File: config.mk
export PLATFORM = sky130hd
export DESIGN_NAME = irq_elig_bank
export DESIGN_NICKNAME = d
export VERILOG_FILES = /design/src/rtl/irq_elig_pkg.sv /design/src/rtl/irq_w1sc_reg.sv /design/src/rtl/irq_line_sync.sv /design/src/rtl/irq_elig_gate.sv /design/src/rtl/irq_elig_bank.sv
export SDC_FILE = /design/constraint.sdc
export NUM_CORES = 1
export LEC_CHECK = 0
export CORE_MARGIN = 10
export CORE_UTILIZATION = 30
export DETAILED_ROUTE_END_ITERATION = 7
export SLEW_MARGIN = 20
export SYNTH_ARGS = -nofsm -noshare
export SYNTH_HDL_FRONTEND = slang
export SYNTH_SLANG_ARGS = --single-unit
File: constraint.sdc
create_clock -name clk_i -period 1 [get_ports clk_i]
set_input_delay 0.2 -clock clk_i [delete_from_list [all_inputs] [get_ports clk_i]]
set_output_delay 0.2 -clock clk_i [all_outputs]
set_load 0.03 [all_outputs]
File: src/rtl/irq_elig_pkg.sv
package irq_elig_pkg;

  typedef struct packed {
    logic g0_en;
    logic g1s_en;
    logic g1ns_en;
    logic sec_dis;
  } grp_ctl_t;

endpackage

File: src/rtl/irq_w1sc_reg.sv
module irq_w1sc_reg #(
  parameter int unsigned WIDTH = 32
) (
  input  logic             clk_i,
  input  logic             rst_ni,
  input  logic [WIDTH-1:0] set_i,
  input  logic [WIDTH-1:0] clr_i,
  output logic [WIDTH-1:0] q_o
);

  logic [WIDTH-1:0] bits_q;
  logic [WIDTH-1:0] bits_d;
  logic             upd_en;

  // clear takes priority over set
  always_comb begin
    upd_en = |(set_i | clr_i);
    bits_d = (bits_q | set_i) & ~clr_i;
  end

  always_ff @(posedge clk_i or negedge rst_ni) begin
    if (!rst_ni) begin
      bits_q <= '0;
    end else if (upd_en) begin
      bits_q <= bits_d;
    end
  end

  assign q_o = bits_q;

endmodule

File: src/rtl/irq_line_sync.sv
module irq_line_sync #(
  parameter int unsigned WIDTH  = 32,
  parameter int unsigned STAGES = 2
) (
  input  logic             clk_i,
  input  logic             rst_ni,
  input  logic [WIDTH-1:0] raw_i,
  output logic [WIDTH-1:0] level_o,
  output logic [WIDTH-1:0] rise_o
);

  localparam int unsigned LAST = STAGES - 1;

  logic [WIDTH-1:0] stage_q [STAGES];
  logic [WIDTH-1:0] prev_q;

  for (genvar s = 0; s < STAGES; s++) begin : g_stage
    logic [WIDTH-1:0] stage_d;
    if (s == 0) begin : g_first
      assign stage_d = raw_i;
    end else begin : g_next
      assign stage_d = stage_q[s-1];
    end
    always_ff @(posedge clk_i or negedge rst_ni) begin
      if (!rst_ni) begin
        stage_q[s] <= '0;
      end else begin
        stage_q[s] <= stage_d;
      end
    end
  end

  always_ff @(posedge clk_i or negedge rst_ni) begin
    if (!rst_ni) begin
      prev_q <= '0;
    end else begin
      prev_q <= stage_q[LAST];
    end
  end

  assign level_o = stage_q[LAST];
  assign rise_o  = stage_q[LAST] & ~prev_q;

endmodule

File: src/rtl/irq_elig_gate.sv
module irq_elig_gate
  import irq_elig_pkg::*;
#(
  parameter int unsigned WIDTH = 32
) (
  input  logic             clk_i,
  input  logic             rst_ni,
  input  logic [WIDTH-1:0] pend_i,
  input  logic [WIDTH-1:0] edge_mode_i,
  input  logic [WIDTH-1:0] level_i,
  input  logic [WIDTH-1:0] grp_i,
  input  logic [WIDTH-1:0] mod_i,
  input  logic [WIDTH-1:0] en_i,
  input  logic [WIDTH-1:0] act_i,
  input  grp_ctl_t         ctl_i,
  output logic [WIDTH-1:0] elig_o
);

  logic [WIDTH-1:0] cand;
  logic [WIDTH-1:0] mod_eff;
  logic [WIDTH-1:0] open_mask;
  logic [WIDTH-1:0] elig_d;
  logic [WIDTH-1:0] elig_q;

  always_comb begin
    cand      = (pend_i | (~edge_mode_i & level_i)) & en_i & ~act_i;
    mod_eff   = ctl_i.sec_dis ? '0 : mod_i;
    open_mask = '0;
    if (ctl_i.g1ns_en) open_mask = open_mask | grp_i;
    if (ctl_i.g1s_en)  open_mask = open_mask | (~grp_i & mod_eff);
    if (ctl_i.g0_en)   open_mask = open_mask | (~grp_i & ~mod_eff);
    elig_d    = cand & open_mask;
  end

  always_ff @(posedge clk_i or negedge rst_ni) begin
    if (!rst_ni) begin
      elig_q <= '0;
    end else begin
      elig_q <= elig_d;
    end
  end

  assign elig_o = elig_q;

endmodule

File: src/rtl/irq_elig_bank.sv
module irq_elig_bank
  import irq_elig_pkg::*;
#(
  parameter int unsigned NUM_LINES   = 32,
  parameter int unsigned SYNC_STAGES = 2
) (
  input  logic                 clk_i,
  input  logic                 rst_ni,
  input  logic [NUM_LINES-1:0] irq_lines_i,
  input  logic [NUM_LINES-1:0] pend_set_i,
  input  logic [NUM_LINES-1:0] pend_clr_i,
  input  logic [NUM_LINES-1:0] trig_set_i,
  input  logic [NUM_LINES-1:0] trig_clr_i,
  input  logic [NUM_LINES-1:0] grp_set_i,
  input  logic [NUM_LINES-1:0] grp_clr_i,
  input  logic [NUM_LINES-1:0] mod_set_i,
  input  logic [NUM_LINES-1:0] mod_clr_i,
  input  logic [NUM_LINES-1:0] en_set_i,
  input  logic [NUM_LINES-1:0] en_clr_i,
  input  logic [NUM_LINES-1:0] act_set_i,
  input  logic [NUM_LINES-1:0] act_clr_i,
  input  logic                 g0_en_i,
  input  logic                 g1s_en_i,
  input  logic                 g1ns_en_i,
  input  logic                 sec_dis_i,
  output logic [NUM_LINES-1:0] elig_o
);

  logic [NUM_LINES-1:0] level_s;
  logic [NUM_LINES-1:0] rise_s;
  logic [NUM_LINES-1:0] pend_q;
  logic [NUM_LINES-1:0] trig_q;
  logic [NUM_LINES-1:0] grp_q;
  logic [NUM_LINES-1:0] mod_q;
  logic [NUM_LINES-1:0] en_q;
  logic [NUM_LINES-1:0] act_q;
  logic [NUM_LINES-1:0] pend_set_all;
  grp_ctl_t             ctl;

  assign ctl = '{g0_en: g0_en_i, g1s_en: g1s_en_i, g1ns_en: g1ns_en_i, sec_dis: sec_dis_i};

  // edge-mode lines latch a synchronised rising edge
  assign pend_set_all = pend_set_i | (rise_s & trig_q);

  irq_line_sync #(.WIDTH(NUM_LINES), .STAGES(SYNC_STAGES)) u_sync (
    .clk_i, .rst_ni, .raw_i(irq_lines_i), .level_o(level_s), .rise_o(rise_s)
  );

  irq_w1sc_reg #(.WIDTH(NUM_LINES)) u_pend (
    .clk_i, .rst_ni, .set_i(pend_set_all), .clr_i(pend_clr_i), .q_o(pend_q)
  );
  irq_w1sc_reg #(.WIDTH(NUM_LINES)) u_trig (
    .clk_i, .rst_ni, .set_i(trig_set_i), .clr_i(trig_clr_i), .q_o(trig_q)
  );
  irq_w1sc_reg #(.WIDTH(NUM_LINES)) u_grp (
    .clk_i, .rst_ni, .set_i(grp_set_i), .clr_i(grp_clr_i), .q_o(grp_q)
  );
  irq_w1sc_reg #(.WIDTH(NUM_LINES)) u_mod (
    .clk_i, .rst_ni, .set_i(mod_set_i), .clr_i(mod_clr_i), .q_o(mod_q)
  );
  irq_w1sc_reg #(.WIDTH(NUM_LINES)) u_en (
    .clk_i, .rst_ni, .set_i(en_set_i), .clr_i(en_clr_i), .q_o(en_q)
  );
  irq_w1sc_reg #(.WIDTH(NUM_LINES)) u_act (
    .clk_i, .rst_ni, .set_i(act_set_i), .clr_i(act_clr_i), .q_o(act_q)
  );

  irq_elig_gate #(.WIDTH(NUM_LINES)) u_gate (
    .clk_i, .rst_ni,
    .pend_i(pend_q), .edge_mode_i(trig_q), .level_i(level_s),
    .grp_i(grp_q), .mod_i(mod_q), .en_i(en_q), .act_i(act_q),
    .ctl_i(ctl), .elig_o(elig_o)
  );

endmodule

==> results by group <==
Outcome
  – Status: finished, violations left
  – Failing checks: setup timing

Timing
  – RSZ-0062 raised after global routing: yes
  – Setup TNS Final: -8.17 ns
  – Final Worst Setup Slack: -0.300 ns
  – Slew headroom: between 70% and 80%
  – Final Max Tran Viols: 0
  – Min Tclk post-route: approximately 1.3 ns
  – Period utilisation layout: 130%
  – Setup violators final: 32
  – Least-Margin Pin Slew: 0.316 ns
  – FMAX: 769 MHz
  – Clk_skew: about 0.016 ns
  – Final hold violation count: 0

GRT
  – Total Routing Usage GR: approximately 16%
  – Pin count of the biggest net entering global routing: 56
  – Initial antenna violation count: 5
  – First-pass GRT wire length: 57200 um
  – Vias in the first global route: 9680
  – GRT overflow: 0

Placement
  – Post-DP Area: about 17000 um^2
  – DP HPWL: between 30000 and 40000 um
  – GPL Wtd Cong: just over 0.8
  – Port Buffers: between 400 and 500

Floorplan
  – Die Height: 216 um
  – Die Wd: roughly 220 um
  – Boundary pin count: ~450
  – Row cnt: 71
  – Core area: 37800 um^2
  – Die footprint: 46800 um^2
  – Initial Util: a little under a third

Detailed routing
  – DRC Markers: 0
  – DRT iter0 DRCs: between 300 and 400
  – Remaining antenna violation count: 0
  – First-pass DRT Iterations: 4
  – Wirelength, routed: 38000 um
  – Vias post-DR: around 8800
  – Vias/cell: ~4.3
  – Drt wl/cell: about 18 um

Logic synthesis
  – Post-Synth Adder-Cell Area: 0%
  – Cell Area, Synth: 11600 um^2
  – Synth Area per Inst: 11.5 um^2
  – Count of different cell masters after synthesis: 16
  – Seq cells post-synth: 320
  – Syn nets: around 1400
  – Yosys Warn Count: 0
  – Post-synthesis sequential area ratio: between 60 and 70%
  – Leading area contributor after synthesis: dfrtp_1
  – Cells after synthesis: 1004
  – Synth Area in XOR/XNOR: 0%
  – Synth Area in Simple Gates: 16.9%
  – Top-area cell type share of the netlist area: 69.3%
  – Mux share of post-synthesis cell area: under 10%
  – Main combinational cell family by area after synthesis: simple AND/OR/NAND/NOR gates
  – Synth Area in Compound Gates: 6.97%
  – Largest cells by area after synthesis: dfrtp_1 (69%), nor2_1 (11%), inv_1 (3.1%)

Final layout
  – Layout Utilization: 49.2%
  – Fraction of layout cells with a size suffix above 1: about 11%
  – Final #Nets: 1942
  – Final Instance Area: between 15000 and 20000 um^2
  – Layout area overhead: 61.1%

Pwr
  – Pleak: between 0.008 and 0.009 uW
  – Pwr per Cell Area: about 1800 nW/um^2
  – Maximum VDD drop: approximately 1000 uV
  – Pwr Total: roughly 33000 uW

Setup path
  – Critical path class: register to primary output
  – Delay-heaviest family, CP: flip-flops
  – CP Data Required Time: roughly 0.80 ns
  – Slowest cell on crit path: dfrtp_1
  – Worst setup SP type: register
  – Crit path buf inv count: 1
  – CP arrival: 1.10 ns
  – Crit. End Element: primary output
  – Slowest stage delay, CP: between 0.4 and 0.5 ns
  – CP max FO: 1
  – CP Cell Sequence: buf_12

Clocking
  – CTS tree: done
  – Clock slew at reported path FFs: 0.06 ns
  – Clock Sinks: 320
  – H-Tree Level Count: 2
  – Clk_lat worst skew: roughly 0.54 ns
  – TritonCTS Buffers: 38
  – Clk buf depth: 3
  – Root buffer cell: clkbuf_16

Run
  – Max Cap Viol: 0

Hold path
  – Worst Hold Class: input port to asynchronous set/reset pin
per-stage QoR:
stage	hold WS, ns	std cells	worst slack [ns]
6_report	0.0802	2062	-0.300
5_1_grt	0.0700	2061	-0.339
4_1_cts	0.0544	2057	-0.342
3_5_place_dp	0.0444	1986	-0.234
3_3_place_gp	0.0424	1986	-0.188
2_1_floorplan	-0.0956	1004	0.0588
timing repair:
action | in CTS | in global routing
hold buffers | 1 | 0
pin swaps | 3 | 15
buffers inserted | 1 | 3
setup endpoints to repair | 36 | 50
resized for setup | 27 | 7
endpoints found under the hold margin | 320 | 0
final timing paths:
kind,start,end,slack [ns],cells after the start
worst max register to register,u_mod.q_o[5],u_gate.elig_o[5],0.01,3
worst min register to register,u_sync.g_stage[1].stage_d[25],u_sync.level_o[25],0.34,0
min in group clk_i,irq_lines_i[30],u_sync.g_stage[1].stage_d[30],0.10,1
worst max-delay path,u_gate.elig_o[19],elig_o[19],-0.30,1
worst min-delay path,rst_ni,u_act.q_o[31],0.08,2
max in group asynchronous,rst_ni,u_pend.q_o[23],0.31,4
registers in the layout, indices dropped and copies added, names as in the netlist:
name and flops:
u_trig.q_o 32, u_sync.prev_q 32, u_mod.q_o 32, u_sync.level_o 32, u_sync.g_stage.stage_d 32, u_grp.q_o 32, u_gate.elig_o 32, u_en.q_o 32
u_pend.q_o 32, u_act.q_o 32
kinds of logic (layout without fill, tap and decap cells):
| logic type | after synthesis | count (layout) |
|---|---|---|
| DFF | 320 | 320 |
| other | 0 | 2 |
| muxes | 32 | 32 |
| AOI/OAI and AO/OA | 128 | 128 |
| and+or+nand+nor | 416 | 416 |
| buffers and inverters | 108 | 653 |
cell type report:
type / instances / area, um^2
multi-input combinational: 576 / 3120
inverter: 96 / 360
sequential: 320 / 8010
clock buffer: 54 / 1140
antenna: 2 / 5.00
timing repair buffer: 488 / 5070
tap: 511 / 639
clock inverter: 15 / 264
fill: 3485 / 19200
power by group:
part	leakage (uW)	switching [uW]	internal [uW]	total [uW]
Sequential	0.00395	464	13700	14200
Combinational	0.00359	1390	2290	3680
Clock	0.000692	5460	9770	15200
Total	0.00824	7310	25800	33100
layer usage:
layer	GRT usage (%)	vias to the layer above	routed length, um
met5	0	-	23
met4	5.15	4	810
met3	5.60	53	2940
met2	27.2	290	18700
met1	18.5	4155	15500
li1	-	4267	-
cell usage after synthesis:
library cell  instances
nor2b_2               7
clkbuf_8              2
buf_2                 5
and2b_2               2
a211oi_2              1
buf_4                 2
nor2_1              352
a211oi_1             31
dfrtp_1             320
nor2b_4              23
nand3b_1             32
mux2i_1              32
buf_6                 3
a21oi_1              64
inv_1                96
o211ai_1             32
layout by cell type (no fill, tap or decap):
master           instances
nor2b_4                 24
clkbuf_16               39
clkbuf_8                11
diode_2                  2
nand3b_1                32
mux2i_1                 32
buf_12                  21
nor2_1                 352
a211oi_1                24
buf_2                    3
clkinv_2                 4
dfrtp_1                320
inv_6                    2
inv_1                   96
and2b_2                  2
nor2b_2                  6
buf_4                   20
buf_8                    1
a211oi_2                 8
bufinv_16                7
clkinv_4                 1
clkinvlp_4               1
clkdlybuf4s50_1        416
clkbuf_1                 4
o211ai_1                32
a21oi_1                 64
buf_6                   26
dlygate4sd3_1            1
Power figures use the tool's default switching activity.
